`config.mk`:
```
export PLATFORM = sky130hd
export DESIGN_NAME = ir_rx_top
export DESIGN_NICKNAME = d
export VERILOG_FILES = /design/src/rtl/ir_rx_pkg.sv /design/src/rtl/ir_rx_sampler.sv /design/src/rtl/ir_rx_engine.sv /design/src/rtl/ir_rx_regs.sv /design/src/rtl/ir_rx_top.sv
export SDC_FILE = /design/constraint.sdc
export NUM_CORES = 1
export LEC_CHECK = 0
export ABC_AREA = 1
export CORE_AREA = 2 2 152 154
export DETAILED_ROUTE_END_ITERATION = 16
export DIE_AREA = 0 0 154 156
export PLACE_DENSITY = 0.87
export SYNTH_ARGS = -nofsm -noshare
export SYNTH_HDL_FRONTEND = slang
export SYNTH_HIERARCHICAL = 1
export SYNTH_SLANG_ARGS = --single-unit
```
`constraint.sdc`:
```
create_clock -name clk -period 6.09 [get_ports clk]
set_clock_uncertainty 0.15 [all_clocks]
set_input_delay 1.5225 -clock clk [delete_from_list [all_inputs] [get_ports clk]]
set_output_delay 1.5225 -clock clk [all_outputs]
set_load 0.03 [all_outputs]
```
`src/rtl/ir_rx_pkg.sv`:
```
package ir_rx_pkg;
    typedef enum logic [1:0] {
        ST_WAIT  = 2'd0,
        ST_LLOW  = 2'd1,
        ST_LHIGH = 2'd2,
        ST_DATA  = 2'd3
    } rx_state_e;

    localparam int A_CTRL  = 0;
    localparam int A_LDRLO = 1;
    localparam int A_LDRPR = 2;
    localparam int A_BITCF = 3;
    localparam int A_STAT  = 4;
    localparam int A_BUF0  = 5;

    localparam int C_EN   = 0;
    localparam int C_NOLD = 1;
    localparam int C_LIEN = 2;
    localparam int C_FIEN = 3;
    localparam int C_DIEN = 4;
    localparam int C_W    = 5;

    localparam int S_CYC  = 16;
    localparam int S_LOW  = 17;
    localparam int S_LDET = 18;
    localparam int S_FLDR = 19;
    localparam int S_FFAL = 20;
    localparam int S_FDON = 21;
endpackage

```
`src/rtl/ir_rx_sampler.sv`:
```
module ir_rx_sampler (
    input  logic clk,
    input  logic rst_n,
    input  logic tick,
    input  logic ir_in,
    output logic lvl,
    output logic fall,
    output logic rise
);
    typedef struct packed {
        logic s1;
        logic s2;
        logic prev;
    } smp_t;

    smp_t smp_d, smp_q;

    always_comb begin
        smp_d    = smp_q;
        smp_d.s1 = ir_in;
        smp_d.s2 = smp_q.s1;
        if (tick) smp_d.prev = smp_q.s2;
    end

    always_ff @(posedge clk or negedge rst_n) begin
        if (!rst_n) smp_q <= '1;
        else        smp_q <= smp_d;
    end

    assign lvl  = smp_q.s2;
    assign fall = tick &  smp_q.prev & ~smp_q.s2;
    assign rise = tick & ~smp_q.prev &  smp_q.s2;
endmodule

```
`src/rtl/ir_rx_engine.sv`:
```
module ir_rx_engine
    import ir_rx_pkg::*;
#(
    parameter int CW    = 8,
    parameter int NBITS = 72,
    parameter int BCW   = $clog2(NBITS + 1)
) (
    input  logic             clk,
    input  logic             rst_n,
    input  logic             enable,
    input  logic             leaderless,
    input  logic             tick,
    input  logic             lvl,
    input  logic             fall,
    input  logic             rise,
    input  logic [CW-1:0]    lo_min,
    input  logic [CW-1:0]    lo_max,
    input  logic [CW-1:0]    per_min,
    input  logic [CW-1:0]    per_max,
    input  logic [CW-1:0]    thr,
    input  logic [CW-1:0]    max_cyc,
    input  logic [CW-1:0]    ex_low,
    output logic             ev_leader,
    output logic             ev_fall,
    output logic             ev_done,
    output logic             by_cyc,
    output logic             by_low,
    output logic [BCW-1:0]   bitcnt,
    output logic [NBITS-1:0] data,
    output logic             busy
);
    typedef struct packed {
        rx_state_e        st;
        logic [CW-1:0]    cnt;
        logic [BCW-1:0]   nb;
        logic [NBITS-1:0] sh;
    } eng_t;

    eng_t eng_d, eng_q;
    logic [CW-1:0] k;

    always_comb begin
        eng_d     = eng_q;
        ev_leader = 1'b0;
        ev_fall   = 1'b0;
        ev_done   = 1'b0;
        by_cyc    = 1'b0;
        by_low    = 1'b0;
        k = (&eng_q.cnt) ? eng_q.cnt : eng_q.cnt + 1'b1;
        if (!enable) begin
            eng_d.st  = ST_WAIT;
            eng_d.cnt = '0;
        end else if (tick) begin
            eng_d.cnt = k;
            case (eng_q.st)
                ST_WAIT: begin
                    if (fall) begin
                        eng_d.cnt = '0;
                        eng_d.nb  = '0;
                        eng_d.sh  = '0;
                        if (leaderless) begin
                            eng_d.st = ST_DATA;
                            ev_fall  = 1'b1;
                        end else begin
                            eng_d.st = ST_LLOW;
                        end
                    end
                end
                ST_LLOW: begin
                    if (rise) begin
                        eng_d.st = (k >= lo_min && k <= lo_max) ? ST_LHIGH : ST_WAIT;
                    end else if (k > lo_max) begin
                        eng_d.st = ST_WAIT;
                    end
                end
                ST_LHIGH: begin
                    if (fall) begin
                        eng_d.cnt = '0;
                        if (k >= per_min && k <= per_max) begin
                            eng_d.st  = ST_DATA;
                            ev_leader = 1'b1;
                            ev_fall   = 1'b1;
                        end else begin
                            eng_d.st = ST_LLOW;
                        end
                    end else if (k > per_max) begin
                        eng_d.st = ST_WAIT;
                    end
                end
                ST_DATA: begin
                    if (fall) begin
                        eng_d.cnt = '0;
                        ev_fall   = 1'b1;
                        if (eng_q.nb < BCW'(NBITS)) begin
                            eng_d.sh[eng_q.nb] = (k >= thr);
                            eng_d.nb = eng_q.nb + 1'b1;
                        end
                    end else begin
                        by_low = !lvl && (k >= ex_low);
                        by_cyc = (k >= max_cyc);
                        if (by_low || by_cyc) begin
                            ev_done  = 1'b1;
                            eng_d.st = ST_WAIT;
                        end
                    end
                end
                default: eng_d.st = ST_WAIT;
            endcase
        end
    end

    always_ff @(posedge clk or negedge rst_n) begin
        if (!rst_n) eng_q <= '0;
        else        eng_q <= eng_d;
    end

    assign bitcnt = eng_q.nb;
    assign data   = eng_q.sh;
    assign busy   = (eng_q.st != ST_WAIT);
endmodule

```
`src/rtl/ir_rx_regs.sv`:
```
module ir_rx_regs
    import ir_rx_pkg::*;
#(
    parameter int CW    = 8,
    parameter int NBITS = 72,
    parameter int AW    = 4,
    parameter int DW    = 32,
    parameter int BCW   = $clog2(NBITS + 1)
) (
    input  logic             clk,
    input  logic             rst_n,
    input  logic             bus_wr,
    input  logic             bus_rd,
    input  logic [AW-1:0]    bus_addr,
    input  logic [DW-1:0]    bus_wdata,
    output logic [DW-1:0]    bus_rdata,
    input  logic             ev_leader,
    input  logic             ev_fall,
    input  logic             ev_done,
    input  logic             by_cyc,
    input  logic             by_low,
    input  logic [BCW-1:0]   bitcnt,
    input  logic [NBITS-1:0] data,
    output logic [C_W-1:0]   ctrl,
    output logic [CW-1:0]    lo_min,
    output logic [CW-1:0]    lo_max,
    output logic [CW-1:0]    per_min,
    output logic [CW-1:0]    per_max,
    output logic [CW-1:0]    thr,
    output logic [CW-1:0]    max_cyc,
    output logic [CW-1:0]    ex_low,
    output logic             done_flag,
    output logic             irq_leader,
    output logic             irq_fall,
    output logic             irq_done
);
    localparam int NW = (NBITS + DW - 1) / DW;

    typedef struct packed {
        logic [C_W-1:0]   ctrl;
        logic [CW-1:0]    lo_min, lo_max, per_min, per_max;
        logic [CW-1:0]    thr, max_cyc, ex_low;
        logic [BCW-1:0]   cnt;
        logic             cyc, low, ldet, f_ldr, f_fall, f_done;
        logic [NBITS-1:0] rxbuf;
        logic             i_ldr, i_fall, i_done;
    } reg_t;

    reg_t r_d, r_q;
    logic [NW*DW-1:0] bufpad;

    always_comb begin
        r_d = r_q;
        r_d.i_ldr  = ev_leader & r_q.ctrl[C_LIEN];
        r_d.i_fall = ev_fall   & r_q.ctrl[C_FIEN];
        r_d.i_done = ev_done   & r_q.ctrl[C_DIEN];
        if (bus_wr) begin
            if (bus_addr == AW'(A_CTRL))  r_d.ctrl = bus_wdata[C_W-1:0];
            if (bus_addr == AW'(A_LDRLO)) {r_d.lo_max, r_d.lo_min} = bus_wdata[2*CW-1:0];
            if (bus_addr == AW'(A_LDRPR)) {r_d.per_max, r_d.per_min} = bus_wdata[2*CW-1:0];
            if (bus_addr == AW'(A_BITCF)) {r_d.ex_low, r_d.max_cyc, r_d.thr} = bus_wdata[3*CW-1:0];
        end
        if (bus_rd && bus_addr == AW'(A_STAT)) begin
            r_d.ldet   = 1'b0;
            r_d.f_ldr  = 1'b0;
            r_d.f_fall = 1'b0;
            r_d.f_done = 1'b0;
        end
        if (ev_leader) begin
            r_d.ldet = 1'b1;
            if (r_q.ctrl[C_LIEN]) r_d.f_ldr = 1'b1;
        end
        if (ev_fall && r_q.ctrl[C_FIEN]) r_d.f_fall = 1'b1;
        if (ev_done) begin
            r_d.f_done = 1'b1;
            r_d.cnt    = bitcnt;
            r_d.cyc    = by_cyc;
            r_d.low    = by_low;
            r_d.rxbuf  = data;
        end
    end

    always_ff @(posedge clk or negedge rst_n) begin
        if (!rst_n) r_q <= '0;
        else        r_q <= r_d;
    end

    always_comb begin
        bufpad = '0;
        bufpad[NBITS-1:0] = r_q.rxbuf;
        bus_rdata = '0;
        if (bus_addr == AW'(A_CTRL))  bus_rdata[C_W-1:0] = r_q.ctrl;
        if (bus_addr == AW'(A_LDRLO)) bus_rdata[2*CW-1:0] = {r_q.lo_max, r_q.lo_min};
        if (bus_addr == AW'(A_LDRPR)) bus_rdata[2*CW-1:0] = {r_q.per_max, r_q.per_min};
        if (bus_addr == AW'(A_BITCF)) bus_rdata[3*CW-1:0] = {r_q.ex_low, r_q.max_cyc, r_q.thr};
        if (bus_addr == AW'(A_STAT)) begin
            bus_rdata[BCW-1:0] = r_q.cnt;
            bus_rdata[S_CYC]   = r_q.cyc;
            bus_rdata[S_LOW]   = r_q.low;
            bus_rdata[S_LDET]  = r_q.ldet;
            bus_rdata[S_FLDR]  = r_q.f_ldr;
            bus_rdata[S_FFAL]  = r_q.f_fall;
            bus_rdata[S_FDON]  = r_q.f_done;
        end
        for (int i = 0; i < NW; i++) begin
            if (bus_addr == AW'(A_BUF0 + i)) bus_rdata = bufpad[i*DW +: DW];
        end
    end

    assign ctrl       = r_q.ctrl;
    assign lo_min     = r_q.lo_min;
    assign lo_max     = r_q.lo_max;
    assign per_min    = r_q.per_min;
    assign per_max    = r_q.per_max;
    assign thr        = r_q.thr;
    assign max_cyc    = r_q.max_cyc;
    assign ex_low     = r_q.ex_low;
    assign done_flag  = r_q.f_done;
    assign irq_leader = r_q.i_ldr;
    assign irq_fall   = r_q.i_fall;
    assign irq_done   = r_q.i_done;
endmodule

```
`src/rtl/ir_rx_top.sv`:
```
module ir_rx_top
    import ir_rx_pkg::*;
#(
    parameter int CW    = 8,
    parameter int NBITS = 72,
    parameter int AW    = 4,
    parameter int DW    = 32
) (
    input  logic          clk,
    input  logic          rst_n,
    input  logic          smp_tick,
    input  logic          ir_in,
    input  logic          bus_wr,
    input  logic          bus_rd,
    input  logic [AW-1:0] bus_addr,
    input  logic [DW-1:0] bus_wdata,
    output logic [DW-1:0] bus_rdata,
    output logic          irq_leader,
    output logic          irq_fall,
    output logic          irq_done
);
    localparam int BCW = $clog2(NBITS + 1);

    logic lvl, fall, rise;
    logic ev_leader, ev_fall, ev_done, by_cyc, by_low, busy, done_flag, fall_en;
    logic [BCW-1:0]   bitcnt;
    logic [NBITS-1:0] data;
    logic [C_W-1:0]   ctrl;
    logic [CW-1:0]    lo_min, lo_max, per_min, per_max, thr, max_cyc, ex_low;

    assign fall_en = ctrl[C_FIEN];

    ir_rx_sampler u_smp (
        .clk(clk), .rst_n(rst_n), .tick(smp_tick), .ir_in(ir_in),
        .lvl(lvl), .fall(fall), .rise(rise)
    );

    ir_rx_engine #(.CW(CW), .NBITS(NBITS), .BCW(BCW)) u_eng (
        .clk(clk), .rst_n(rst_n), .enable(ctrl[C_EN]), .leaderless(ctrl[C_NOLD]),
        .tick(smp_tick), .lvl(lvl), .fall(fall), .rise(rise),
        .lo_min(lo_min), .lo_max(lo_max), .per_min(per_min), .per_max(per_max),
        .thr(thr), .max_cyc(max_cyc), .ex_low(ex_low),
        .ev_leader(ev_leader), .ev_fall(ev_fall), .ev_done(ev_done),
        .by_cyc(by_cyc), .by_low(by_low), .bitcnt(bitcnt), .data(data), .busy(busy)
    );

    ir_rx_regs #(.CW(CW), .NBITS(NBITS), .AW(AW), .DW(DW), .BCW(BCW)) u_regs (
        .clk(clk), .rst_n(rst_n), .bus_wr(bus_wr), .bus_rd(bus_rd),
        .bus_addr(bus_addr), .bus_wdata(bus_wdata), .bus_rdata(bus_rdata),
        .ev_leader(ev_leader), .ev_fall(ev_fall), .ev_done(ev_done),
        .by_cyc(by_cyc), .by_low(by_low), .bitcnt(bitcnt), .data(data),
        .ctrl(ctrl), .lo_min(lo_min), .lo_max(lo_max), .per_min(per_min),
        .per_max(per_max), .thr(thr), .max_cyc(max_cyc), .ex_low(ex_low),
        .done_flag(done_flag), .irq_leader(irq_leader), .irq_fall(irq_fall),
        .irq_done(irq_done)
    );
endmodule

```
==> impl_metrics.ini <==
[placement]
post-place-ws_ps = 534
gp_congestion = 0.935
dpl.hpwl_mm = 22.7
place_area_sq_mm = 0.0141
dp_cells = 2007
io_buffer_count = 68

[die]
die_w_um = 154
die_y_um = 156
initial_core_util = 0.644
row_count = 55
dieArea_sq_mm = 0.0240
ioPinCount = 77
coreArea_sq_mm = 0.0224

[global_route]
grtUsageTotal = 0.295
grt-ovfl-total = 0
first_global_vias = 11700
grt_start_max_net_pins = 123
antenna_found_initial = 0
grt_pass1_wl_mm = 57.2

[timing]
period_share = 0.921
final_max_slew_viol_count = 0
finalSetupViolations = 0
clock.fmax_mhz = 178
rsz0062_at_grt = no
fin_ws_ps = 481
hold_viol = 0
tightest_slew_ps = 1160
slew_headroom = 0.226
setup_tns_ps = 0
period_minus_slack_ps = 5610

[setup_path]
cp_max_fo = 18
cp_data_required_time_ps = 4420
worstSetupPathType = in -> out
endpoint_kind = primary output
r2r_slack_ps = 1680
r2r-start = u_eng/eng_q[79]
cp-startpoint = bus_addr[0]
r2r_end = u_eng/data[9]
start_kind = input port
worstRegToRegCells = 15
arrival_ps = 3940

[clock_tree]
cts-root-buf = clkbuf_16
clock-sinks = 241
cts_tree = yes
ctsHoldBuffers = 0
clkLatencyLatePin_ps = 540
htreeDepth = 1
cts_made_buffers = 26
ctsResizeCount = 0
postCtsSetupBuffers = 0
clk_path_buf_depth = 3
clk_pin_slew_ps = 60

[yosys]
avgSynthCellArea_sq_um = 7.76
syn_inst = 1854
syn_area_sq_mm = 0.0144
syn_nets = 1954
synthesis.yosys.warnings = 6

[power]
vdd_ir_drop_max_uv = 191
power_leakage_nw = 7.55
pwr_density_cell_mw_per_mm2 = 334

[min_path]
hold_depth = 0
hold_path.class = reg -> reg
worstHoldEndpoint = u_smp/lvl
hold_start = u_smp/smp_d[1]

[run]
drv_cap = 0

[drt]
wl_mm = 35.4
via_per_inst = 5.84
vias = 12000
drc = 0
drtIter0Drc = 1117
post_drt_wl_per_cell_um = 17.3
ant_nets = 0
drt_first_pass_iters = 6

[layout]
instances_no_fill = 2053
final_cell_mix = 495 x nand2_1, 246 x inv_1, 238 x dfrtp_1, 138 x o21ai_0, 104 x nor2_1
finalNetCount = 1850
final_common_cell = nand2_1
diodes = 0
synthToLayoutAreaGrowth_pct = 4.38
drive_gt1_frac = 0.0809
final_area_sq_mm = 0.0150

[run_status]
outcome = complete, no violations
## worst max-delay path, cell delays in order
cell	delay (ps)
clkdlybuf4s50_1	590
inv_2	100
nor2_4	180
nand2_2	120
buf_4	240
o21ai_0	260
nor2_1	90
nor2_1	140
clkdlybuf4s50_1	690
## flip-flops by register name, indices dropped and copies added (netlist names)
signal             cells
u_regs/irq_fall        1
u_smp/lvl              1
u_regs/thr             8
u_smp/smp_d            1
u_regs/irq_leader      1
u_eng/bitcnt           7
u_regs/per_max         8
u_regs/ex_low          8
u_smp/smp_q            1
u_eng/data            72
u_regs/done_flag       1
u_regs/per_min         8
u_regs/max_cyc         8
u_regs/irq_done        1
u_eng/eng_q           10
u_regs/r_q            12
u_regs/lo_min          8
u_regs/lo_max          8
u_regs/ctrl            5
u_regs/bufpad         72
## worst max path at each step
stage | endpoint | slack, ps | cells after the start
final | bus_rdata[8] | 480 | 9
after global routing | bus_rdata[9] | 380 | 9
after CTS | bus_rdata[19] | 530 | 6
after detailed placement | bus_rdata[19] | 530 | 6
after global placement | bus_rdata[8] | 550 | 9
after floorplan | bus_rdata[16] | 1640 | 6
## power by group
| group | internal [mW] | total (mW) | switching [mW] |
|---|---|---|---|
| clock | 0.987 | 1.63 | 0.643 |
| sequential | 1.88 | 2.08 | 0.207 |
| combinational | 0.454 | 1.30 | 0.851 |
## final cells by class
class	instances	area, sq um
multi-input cells	1140	5950
clock inverters	7	88.8
clock buffers	39	801
well taps	285	357
repair buffers	85	828
fillers	1733	7340
inverters	256	962
flip-flops and latches	241	6030
## per-layer routing
| layer | part of all wire | vias up | track usage |
|---|---|---|---|
| met1 | 0.40 | 5797 | 0.379 |
| met5 | 0 | - | 0 |
| met2 | 0.47 | 498 | 0.491 |
| met4 | 0.044 | 0 | 0.138 |
| met3 | 0.079 | 104 | 0.0497 |
| li1 | - | 5583 | - |
## through the flow
step / util / hold WS, ps / power (mW)
after global placement: 0.632 / 198 / 3.29
after detailed placement: 0.632 / 202 / 3.37
after floorplan: - / 195 / 3.31
after global routing: 0.672 / 213 / 5.28
after CTS: 0.672 / 207 / 5.01
final: 0.672 / 207 / 5.02
Note: power is estimated with default switching activity, not from simulation.
